[src/rtl/tctl_bitop_pkg.sv]
package tctl_bitop_pkg;

  typedef enum logic [4:0] {
    EXC_NONE = 5'd0,
    EXC_RI   = 5'd10,
    EXC_CPU  = 5'd11
  } exc_code_e;

  typedef struct packed {
    logic      hit;
    exc_code_e code;
    logic [1:0] cop;
  } exc_t;

endpackage

[src/rtl/tctl_exc_check.sv]
module tctl_exc_check
  import tctl_bitop_pkg::*;
(
  input  logic cop_en_i,
  input  logic mt_impl_i,
  output exc_t exc_o
);
  // unusable outranks reserved
  always_comb begin
    exc_o = '{hit: 1'b0, code: EXC_NONE, cop: 2'd0};
    if (!cop_en_i) begin
      exc_o.hit  = 1'b1;
      exc_o.code = EXC_CPU;
    end else if (!mt_impl_i) begin
      exc_o.hit  = 1'b1;
      exc_o.code = EXC_RI;
    end
  end
endmodule

[src/rtl/tctl_ctrl_reg.sv]
module tctl_ctrl_reg #(
  parameter int unsigned     DATA_W    = 32,
  parameter int unsigned     TE_POS    = 15,
  parameter logic [DATA_W-1:0] CTRL_INIT = '0
) (
  input  logic              clk_i,
  input  logic              rst_ni,
  input  logic              wr_en_i,
  input  logic              sc_i,
  output logic [DATA_W-1:0] q_o
);
  localparam logic [DATA_W-1:0] TE_MASK  = {{(DATA_W-1){1'b0}}, 1'b1} << TE_POS;
  localparam logic [DATA_W-1:0] RST_VAL  = CTRL_INIT | TE_MASK;

  logic [DATA_W-1:0] q_d, q_q;

  always_comb begin
    q_d = q_q;
    if (wr_en_i) q_d[TE_POS] = sc_i;
  end

  always_ff @(posedge clk_i or negedge rst_ni) begin
    if (!rst_ni) q_q <= RST_VAL;
    else         q_q <= q_d;
  end

  assign q_o = q_q;
endmodule

[src/rtl/tctl_vis_delay.sv]
module tctl_vis_delay #(
  parameter int unsigned VIS_DLY = 1
) (
  input  logic clk_i,
  input  logic rst_ni,
  input  logic te_i,
  input  logic barrier_i,
  output logic te_o
);
  generate
    if (VIS_DLY == 0) begin : g_direct
      assign te_o = te_i;
    end else begin : g_line
      logic [VIS_DLY-1:0] line_q;
      always_ff @(posedge clk_i or negedge rst_ni) begin
        if (!rst_ni) begin
          line_q <= '1;
        end else if (barrier_i) begin
          line_q <= {VIS_DLY{te_i}};
        end else begin
          line_q[0] <= te_i;
          for (int i = 1; i < int'(VIS_DLY); i++) line_q[i] <= line_q[i-1];
        end
      end
      assign te_o = barrier_i ? te_i : line_q[VIS_DLY-1];
    end
  endgenerate
endmodule

[src/rtl/tctl_bitop_unit.sv]
module tctl_bitop_unit
  import tctl_bitop_pkg::*;
#(
  parameter int unsigned       DATA_W    = 32,
  parameter int unsigned       REG_IDX_W = 5,
  parameter int unsigned       TE_POS    = 15,
  parameter logic [DATA_W-1:0] CTRL_INIT = '0,
  parameter int unsigned       VIS_DLY   = 1
) (
  input  logic                 clk_i,
  input  logic                 rst_ni,
  input  logic                 valid_i,
  input  logic [REG_IDX_W-1:0] rt_i,
  input  logic                 sc_i,
  input  logic                 cop_en_i,
  input  logic                 mt_impl_i,
  input  logic                 barrier_i,
  output logic                 done_o,
  output logic                 rf_we_o,
  output logic [REG_IDX_W-1:0] rf_waddr_o,
  output logic [DATA_W-1:0]    rf_wdata_o,
  output logic [DATA_W-1:0]    ctrl_q_o,
  output logic                 threads_en_o,
  output logic                 exc_valid_o,
  output logic [4:0]           exc_code_o,
  output logic [1:0]           exc_cop_o
);
  exc_t              exc_d;
  logic              commit;
  logic [DATA_W-1:0] ctrl_q;

  tctl_exc_check u_exc (
    .cop_en_i  (cop_en_i),
    .mt_impl_i (mt_impl_i),
    .exc_o     (exc_d)
  );

  assign commit = valid_i && !exc_d.hit;

  tctl_ctrl_reg #(
    .DATA_W    (DATA_W),
    .TE_POS    (TE_POS),
    .CTRL_INIT (CTRL_INIT)
  ) u_reg (
    .clk_i   (clk_i),
    .rst_ni  (rst_ni),
    .wr_en_i (commit),
    .sc_i    (sc_i),
    .q_o     (ctrl_q)
  );

  tctl_vis_delay #(
    .VIS_DLY (VIS_DLY)
  ) u_vis (
    .clk_i     (clk_i),
    .rst_ni    (rst_ni),
    .te_i      (ctrl_q[TE_POS]),
    .barrier_i (barrier_i),
    .te_o      (threads_en_o)
  );

  logic                 done_q, we_q, exv_q;
  logic [REG_IDX_W-1:0] waddr_q;
  logic [DATA_W-1:0]    wdata_q;
  logic [4:0]           code_q;
  logic [1:0]           cop_q;

  // old value captured from pre-edge register: read precedes modify
  always_ff @(posedge clk_i or negedge rst_ni) begin
    if (!rst_ni) begin
      done_q  <= 1'b0;
      we_q    <= 1'b0;
      exv_q   <= 1'b0;
      waddr_q <= '0;
      wdata_q <= '0;
      code_q  <= EXC_NONE;
      cop_q   <= 2'd0;
    end else begin
      done_q <= valid_i;
      we_q   <= commit && (rt_i != '0);
      exv_q  <= valid_i && exc_d.hit;
      code_q <= (valid_i && exc_d.hit) ? exc_d.code : EXC_NONE;
      cop_q  <= (valid_i && exc_d.hit) ? exc_d.cop : 2'd0;
      if (commit) begin
        waddr_q <= rt_i;
        wdata_q <= ctrl_q;
      end
    end
  end

  assign done_o      = done_q;
  assign rf_we_o     = we_q;
  assign rf_waddr_o  = waddr_q;
  assign rf_wdata_o  = wdata_q;
  assign ctrl_q_o    = ctrl_q;
  assign exc_valid_o = exv_q;
  assign exc_code_o  = code_q;
  assign exc_cop_o   = cop_q;
endmodule

[config.mk]
export PLATFORM = sky130hd
export DESIGN_NAME = tctl_bitop_unit
export DESIGN_NICKNAME = d
export VERILOG_FILES = /design/src/rtl/tctl_bitop_pkg.sv /design/src/rtl/tctl_exc_check.sv /design/src/rtl/tctl_ctrl_reg.sv /design/src/rtl/tctl_vis_delay.sv /design/src/rtl/tctl_bitop_unit.sv
export SDC_FILE = /design/constraint.sdc
export NUM_CORES = 1
export LEC_CHECK = 0
export BUFFER_PORTS_ARGS = -buffer_cell sky130_fd_sc_hd__clkbuf_2
export CORE_ASPECT_RATIO = 0.7
export CORE_MARGIN = 2
export CORE_UTILIZATION = 53
export CTS_CLUSTER_SIZE = 30
export DETAILED_ROUTE_END_ITERATION = 12
export MAX_ROUTING_LAYER = met4
export PLACE_DENSITY = 0.91
export SYNTH_ARGS = -nofsm -noshare
export SYNTH_HDL_FRONTEND = slang
export SYNTH_HIERARCHICAL = 1
export SYNTH_SLANG_ARGS = --single-unit
[constraint.sdc]
create_clock -name clk_i -period 1.7 [get_ports clk_i]
set_input_delay 0.51 -clock clk_i [delete_from_list [all_inputs] [get_ports clk_i]]
set_output_delay 0.51 -clock clk_i [all_outputs]
set_load 0.05 [all_outputs]
## Word-level counts from Yosys, hierarchy flattened

Cells that the tools add are included.

| operators by class | value |
|---|---|
| div/mod/pow operators | 0 |
| add/sub/neg operators | 0 |
| eq/ne operators | 0 |
| multiply operators | 0 |
| shifts and indexed selects | 0 |
| multiplexer cells | 4 |
| reductions and logical operators | 5 |
| $lt $le $gt $ge | 0 |
| bitwise logic cells | 0 |

Operators by type and width:

| cell | number |
|---|---|
| $mux 6 | 2 |
| $mux 5 | 1 |
| $reduce_bool 5->1 | 1 |
| $logic_and 1x1->1 | 3 |
| $logic_not 1->1 | 1 |
| $mux 1 | 1 |

| word-level totals | value |
|---|---|
| memories | 0 |
| bits in writable memories | 0 |
| logic and storage cells | 17 |
| latch bits | 0 |
| output and inout bits | 80 |
| bits in registers | 16 |
| memory bits (read-only) | 0 |

## Logic depth before layout (Yosys ltp)

Gate-level depths: netlist of run 1.

| logic depth | value |
|---|---|
| word-level depth | 5 |
| depth in mapped cells | 6 |
| depth with buffers taken out | 3 |

## Modules after synthesis

The synthesis of run 1 kept the hierarchy.

Modules (own cells, without submodules):

| module | times used | area an instance (sq um) | cells an instance |
|---|---|---|---|
| tctl_bitop_unit | 1 | 1755.4 | 99 |
| tctl_ctrl_reg | 1 | 277.8 | 34 |
| tctl_exc_check | 1 | 56.3 | 9 |
| tctl_vis_delay | 1 | 41.3 | 2 |

## Least setup slack after synthesis of run 1

OpenSTA, ideal clock, no wires.

| timing | value |
|---|---|
| kind | input-to-reg |
| from | input port mt_impl_i |
| to | register wdata_q[15], in the netlist rf_wdata_o[15] |
| cell stages on the path | 6 |
| buffers on the path | 3 |
| setup time | 0.125 ns |
| arrival time | 1.419 ns |
| data required time | 1.575 ns |
| setup slack | 0.155 ns |
| cells stage by stage | nand2_1 -> buf_4 -> nor2b_4 -> buf_6 -> buf_12 -> mux2_4 |

RTL lines:

| what | line | text |
|---|---|---|
| start, declared | tctl_bitop_unit.sv:16 | `input logic mt_impl_i,` |
| end signal, assigned | tctl_bitop_unit.sv:86 | `wdata_q <= ctrl_q;` |
| end, declared | tctl_bitop_unit.sv:64 | `logic [DATA_W-1:0] wdata_q;` |

## Worst setup path after layout of run 1

| timing | value |
|---|---|
| from | register u_reg.q_q[15], in the netlist u_reg/q_o[15] |
| to | output port threads_en_o |

| on the way | value |
|---|---|
| word-level cells in the longest chain between the ends | 1 |

Ends and longest elaborated chain:

| what | line | text |
|---|---|---|
| start, declared | tctl_ctrl_reg.sv:15 | `logic [DATA_W-1:0] q_d, q_q;` |
| start signal, assigned | tctl_ctrl_reg.sv:24 | `else q_q <= q_d;` |
| $mux 1 | tctl_vis_delay.sv:25 | `assign te_o = barrier_i ? te_i : line_q[VIS_DLY-1];` |
| end, declared | tctl_bitop_unit.sv:23 | `output logic threads_en_o,` |

No other way between the ends.

==> flow_metrics.py, run 1 <==
metrics = {
    "critical_path": {
        "setup.worst_path.class": "flop to output pin",
        "arrival_ps": 1140,
        "critical_path.max_stage_delay_ps": 560,
        "rr_endpoint": "rf_wdata_o[15]$_DFFE_PN0P_",
        "crit_chain": "mux2_4 > buf_8",
        "ff2ff_path_depth": 2,
        "start_kind": "flop",
        "critical_path_required_ps": 1190,
        "reg2reg_slack_ps": 810,
        "crit_fanout": 3,
        "end_kind": "output pin",
        "reg2reg_from": "u_reg/q_o[15]$_DFFE_PN1P_",
        "slowest_stage": "dfstp_2",
    },
    "clock_network": {
        "clockBufferDepth": 2,
        "cts_tree": "done",
        "clockRootBuffer": "clkbuf_8",
        "numCtsBuffers": 5,
        "clk_latency_ps": 290,
        "clk_pin_slew_ps": 80,
        "cts_sinks": 49,
        "cts_hold_buffers": 0,
        "cts_htree_levels": 2,
    },
    "final_layout": {
        "fillers": 296,
        "final_common_cell": "clkbuf_2",
        "drive_above_1_share_pct": 54.50,
        "area_delta_synth_final_pct": 16.09,
        "final_nets": 222,
        "n_antenna_cell": 0,
        "mostFrequentLayoutCells": "59 x clkbuf_2, 47 x dfrtp_1, 35 x conb_1, 27 x mux2_2, 12 x mux2_4",
        "final_cells": 263,
    },
    "floorplan": {
        "die_y_um": 57.05,
        "core_area_um2": 3899,
        "die-area_um2": 4552,
        "die_w_um": 79.79,
        "ioPinCount": 92,
        "rows": 19,
        "initial_core_util_pct": 54.65,
    },
    "timing": {
        "fin_skew_ps": 0.5754,
        "rsz0062_at_grt": "no",
        "setup_viol": 0,
        "final_hold_viol_count": 0,
        "fin_crit_ps": 1651,
        "setup_tns_ps": 0,
        "max_freq_mhz": 605.5,
        "drv_slew": 0,
        "timing.final.crit_share_pct": 97.14,
    },
    "route": {
        "ant_nets": 0,
        "drc_errors": 0,
        "drtIter0Drc": 20,
        "vias_per_cell": 4.483,
        "first_pass_iters": 4,
        "wl_per_cell_um": 12.82,
        "drt_wl_total_um": 3372,
        "via_count": 1179,
    },
    "placement": {
        "port_buffers": 60,
        "place_hpwl_um": 2586,
        "gp_congestion": 0.6815,
        "dp.cells": 254,
    },
    "grt": {
        "grtUsageTotal_pct": 16.28,
        "overflow": 0,
        "antenna_found_initial": 0,
        "grt_first_pass_wirelength_um": 5395,
        "grt_max_degree": 27,
        "grt_pass1_vias": 1197,
    },
    "power_and_ir_drop": {
        "vdd_drop_max_mv": 0.9945,
        "power_density_nw_per_um2": 1420,
        "p_leak_nw": 1.287,
    },
    "status": {
        "outcome": "completed",
    },
    "run": {
        "drv_cap": 0,
    },
    "worst_hold_path": {
        "holdCritPathClass": "primary input to async pin",
    },
    "logic_synthesis": {
        "netlist_instances": 144,
        "ys_types": 15,
        "synth.avg_cell_area_um2": 14.80,
        "syn-cell-area_um2": 2131,
        "yosys_register_bits": 49,
        "seq_area_frac_synth_pct": 57.66,
        "yosys_warnings": 6,
    },
}
kinds of logic after synthesis:
logic type,Yosys count,synth area share (%)
AND/OR/NAND/NOR,11,3.523
other,2,0.3525
flip-flops,49,57.66
AO/OA/AOI/OAI,1,0.3525
multiplexers,39,22.72
buffers and inverters,42,15.38
power breakdown:
| group | total (mW) | switching, mW | leakage (nW) | internal [mW] |
|---|---|---|---|---|
| clock | 0.672 | 0.340 | 0.0455 | 0.332 |
| combinational | 1.38 | 1.04 | 0.654 | 0.342 |
| sequential | 1.46 | 0.0995 | 0.588 | 1.36 |
state kept, by name, summed over array words and instances (netlist names):
register,cells
exc_cop_o,2
rf_we_o,1
done_o,1
exc_code_o,5
rf_wdata_o,32
rf_waddr_o,5
exc_valid_o,1
u_vis/g_line.line_q,1
u_reg/q_o,1
worst max-delay path: cells and delay by family (launching register included):
kind	cells	cell delay, ps
DFF	1	560
buffers and inverters	1	140
muxes	1	160
stage by stage:
step	area, µm²	setup WS, ps	hold slack, ps	utilization, %	power (mW)
floorplan	2255	155.4	214.4	-	2.620
global placement	2366	74.95	384.3	60.69	2.817
detailed placement	2366	75.89	395.7	60.69	2.849
CTS	2472	15.01	200.8	63.41	3.534
global route	2474	4.054	225.9	63.45	3.670
finish	2474	48.61	197.0	63.45	3.513
layout make-up:
| type | count | area (µm²) | area share (%) |
|---|---|---|---|
| repair buffers | 67 | 387.9 | 15.68 |
| well taps | 52 | 65.06 | 2.630 |
| clock buffers | 8 | 90.09 | 3.642 |
| flip-flops and latches | 49 | 1229 | 49.67 |
| multi-input cells | 86 | 698.2 | 28.22 |
| inverters | 1 | 3.754 | 0.1517 |
timing repair:
action / 4_1_cts / 5_1_grt
resized for setup: 2 / 1
pin swaps: 0 / 0
endpoints found under the setup margin: 1 / 1
setup buffers: 1 / 0
worst max-delay path by stage:
| stage | cells after the start | slack [ps] | startpoint | endpoint |
|---|---|---|---|---|
| finish | 2 | 50 | u_reg/q_o[15]$_DFFE_PN1P_ | threads_en_o |
| global route | 2 | 4 | u_reg/q_o[15]$_DFFE_PN1P_ | threads_en_o |
| CTS | 2 | 20 | u_reg/q_o[15]$_DFFE_PN1P_ | threads_en_o |
| detailed placement | 3 | 80 | barrier_i | threads_en_o |
| global placement | 3 | 70 | barrier_i | threads_en_o |
| floorplan | 6 | 160 | mt_impl_i | rf_wdata_o[15]$_DFFE_PN0P_ |
cell usage after synthesis (all sizes together):
| master | number | area (µm²) |
|---|---|---|
| nor2b | 1 | 13.76 |
| buf | 41 | 324.1 |
| and2 | 1 | 6.260 |
| or4 | 1 | 7.510 |
| inv | 1 | 3.750 |
| and3 | 7 | 43.79 |
| dfstp | 2 | 52.55 |
| o21a | 1 | 7.510 |
| conb | 2 | 7.510 |
| dfrtp | 47 | 1176 |
| nand2 | 1 | 3.750 |
| mux2 | 39 | 484.2 |
routing by layer:
layer / vias to the layer above / GRT usage (%) / wire length (µm) / share of wire, %
met3: 8 / 4.747 / 257 / 7.6
met1: 565 / 20.40 / 1519 / 45
met4: 0 / 6.538 / 56 / 1.7
li1: 545 / - / - / -
met2: 61 / 25.21 / 1540 / 46
met5: - / - / 0 / 0
No activity file was read; power rests on OpenSTA's default activity.
==> run 2: changes to the inputs <==
--- a/config.mk
+++ b/config.mk
@@ -6,6 +6,7 @@
 export NUM_CORES = 1
 export LEC_CHECK = 0
 export BUFFER_PORTS_ARGS = -buffer_cell sky130_fd_sc_hd__clkbuf_2
+export CAP_MARGIN = 20
 export CORE_ASPECT_RATIO = 0.7
 export CORE_MARGIN = 2
 export CORE_UTILIZATION = 53
==> constraint.sdc (replaced) <==
create_clock -name clk_i -period 1.7 [get_ports clk_i]
set_input_delay 0.255 -clock clk_i [delete_from_list [all_inputs] [get_ports clk_i]]
set_output_delay 0.255 -clock clk_i [all_outputs]
set_load 0.05 [all_outputs]
==> run 2 against run 1 <==
Against the previous run: sequential share of layout area is 0.075 points lower; routed wire length is 5.5% higher; via count is 0.59% higher; final area is 0.15% higher; largest power group unchanged.
==> flow_metrics.py, run 2 (synthesized netlist as in run 1, its figures left out) <==
metrics = {
    "timing": {
        "fin_crit_ps": 1540,
        "fin_skew_ps": 0.3098,
        "setup_viol": 0,
        "final_hold_viol_count": 0,
        "rsz0062_at_grt": "no",
        "max_freq_mhz": 649.2,
        "whs_ps": 162.1,
        "drv_slew": 0,
        "timing.final.crit_share_pct": 90.60,
        "setup_tns_ps": 0,
        "setup_slack_ps": 159.7,
    },
    "critical_path": {
        "arrival_ps": 1290,
        "crit_family": "flip-flops",
        "critical_path.max_stage_delay_ps": 580,
        "path_buf_inv": 1,
        "start_kind": "flop",
        "crit_start": "u_reg/q_o[15]$_DFFE_PN1P_",
        "critical_path_required_ps": 1440,
        "setup.worst_path.class": "flop to output pin",
        "reg2reg_from": "rf_wdata_o[22]$_DFFE_PN0P_",
        "slowest_stage": "dfstp_2",
        "crit_fanout": 5,
        "rr_endpoint": "rf_wdata_o[22]$_DFFE_PN0P_",
        "reg2reg_slack_ps": 900,
        "ff2ff_path_depth": 1,
        "end_kind": "output pin",
        "crit_chain": "mux2_4 > clkbuf_2",
    },
    "power_and_ir_drop": {
        "power_density_nw_per_um2": 1477,
        "p_leak_nw": 1.287,
        "vdd_drop_max_mv": 0.7572,
    },
    "worst_hold_path": {
        "hp-start": "valid_i",
        "hold_path_depth": 1,
        "holdCritPathClass": "primary input to flop",
        "min_to": "done_o$_DFF_PN0_",
    },
    "grt": {
        "grt_max_degree": 22,
        "grtUsageTotal_pct": 17.49,
        "grt_pass1_vias": 1195,
        "antenna_found_initial": 0,
        "grt_first_pass_wirelength_um": 5623,
        "overflow": 0,
    },
    "placement": {
        "place_hpwl_um": 2670,
        "port_buffers": 60,
        "gp_congestion": 0.7078,
        "pre_cts_ws_ps": 221.2,
    },
    "route": {
        "drtIter0Drc": 29,
        "wl_per_cell_um": 13.63,
        "ant_nets": 0,
        "vias_per_cell": 4.544,
        "drc_errors": 0,
        "via_count": 1186,
        "first_pass_iters": 4,
        "drt_wl_total_um": 3557,
    },
    "floorplan": {
        "die_w_um": 79.79,
        "initial_core_util_pct": 54.65,
        "die_y_um": 57.05,
        "core_area_um2": 3899,
        "ioPinCount": 92,
        "die-area_um2": 4552,
        "rows": 19,
    },
    "clock_network": {
        "clockRootBuffer": "clkbuf_8",
        "cts_tree": "done",
        "numCtsBuffers": 5,
        "clockBufferDepth": 2,
        "cts_htree_levels": 2,
        "cts-resized-gates": 0,
        "clk_latency_ps": 290,
        "cts_sinks": 49,
        "clk_pin_slew_ps": 80,
    },
    "final_layout": {
        "final_nets": 220,
        "largest_reg_flops": 32,
        "n_antenna_cell": 0,
        "area_delta_synth_final_pct": 16.27,
        "final_common_cell": "clkbuf_2",
        "drive_above_1_share_pct": 54.07,
        "mostFrequentLayoutCells": "60 x clkbuf_2, 47 x dfrtp_1, 35 x conb_1, 27 x mux2_2, 12 x mux2_4",
    },
    "run": {
        "drv_cap": 0,
    },
    "status": {
        "outcome": "completed",
    },
}
[run 2: cell types whose count changed in the layout (fill, tap and decap cells not counted), sizes merged]
| cell | before | now |
|---|---|---|
| buf | 8 | 4 |
| bufinv | 0 | 1 |
| dlygate4sd3 | 0 | 1 |
[run 2: worst max path at each step]
stage,end,cells past startpoint
finish,threads_en_o,2
global route,threads_en_o,2
CTS,threads_en_o,2
detailed placement,rf_wdata_o[11]$_DFFE_PN0P_,5
global placement,rf_wdata_o[14]$_DFFE_PN0P_,5
floorplan,rf_wdata_o[15]$_DFFE_PN0P_,6
[run 2: final cells by class]
type                            count  area, µm²
Sequential cell                    49       1229
Timing Repair Buffer               65      365.4
Multi-Input combinational cell     86      698.2
Tap cell                           52      65.06
Fill cell                         311       1421
Clock inverter                      1      30.03
Clock buffer                        7      86.33
Inverter                            1      3.754
[run 2: per-layer routing]
layer  track usage, %  routed length (µm)
met5                -                   0
met4            7.264                  54
met3            5.222                 291
met2            26.89                1720
met1            21.89                1490
[run 2: report_power, final]
| group | internal (mW) | switching, mW | leakage, nW |
|---|---|---|---|
| clock network | 0.479 | 0.357 | 0.0585 |
| registers | 1.36 | 0.103 | 0.588 |
| logic | 0.324 | 1.03 | 0.641 |
| total | 2.17 | 1.49 | 1.29 |
[run 2: through the flow]
step	std cells	cell area, µm²	util [%]	power [mW]
4_1_cts	261	2477	63.54	3.690
3_3_place_gp	252	2351	60.30	2.815
3_5_place_dp	252	2351	60.30	2.846
2_1_floorplan	177	2255	-	2.620
5_1_grt	261	2477	63.54	3.823
6_report	261	2477	63.54	3.658
[run 2: what timing repair did]
item	4_1_cts	5_1_grt
hold buffers	1	0
hold endpoints to repair	12	0
setup buffers	0	0
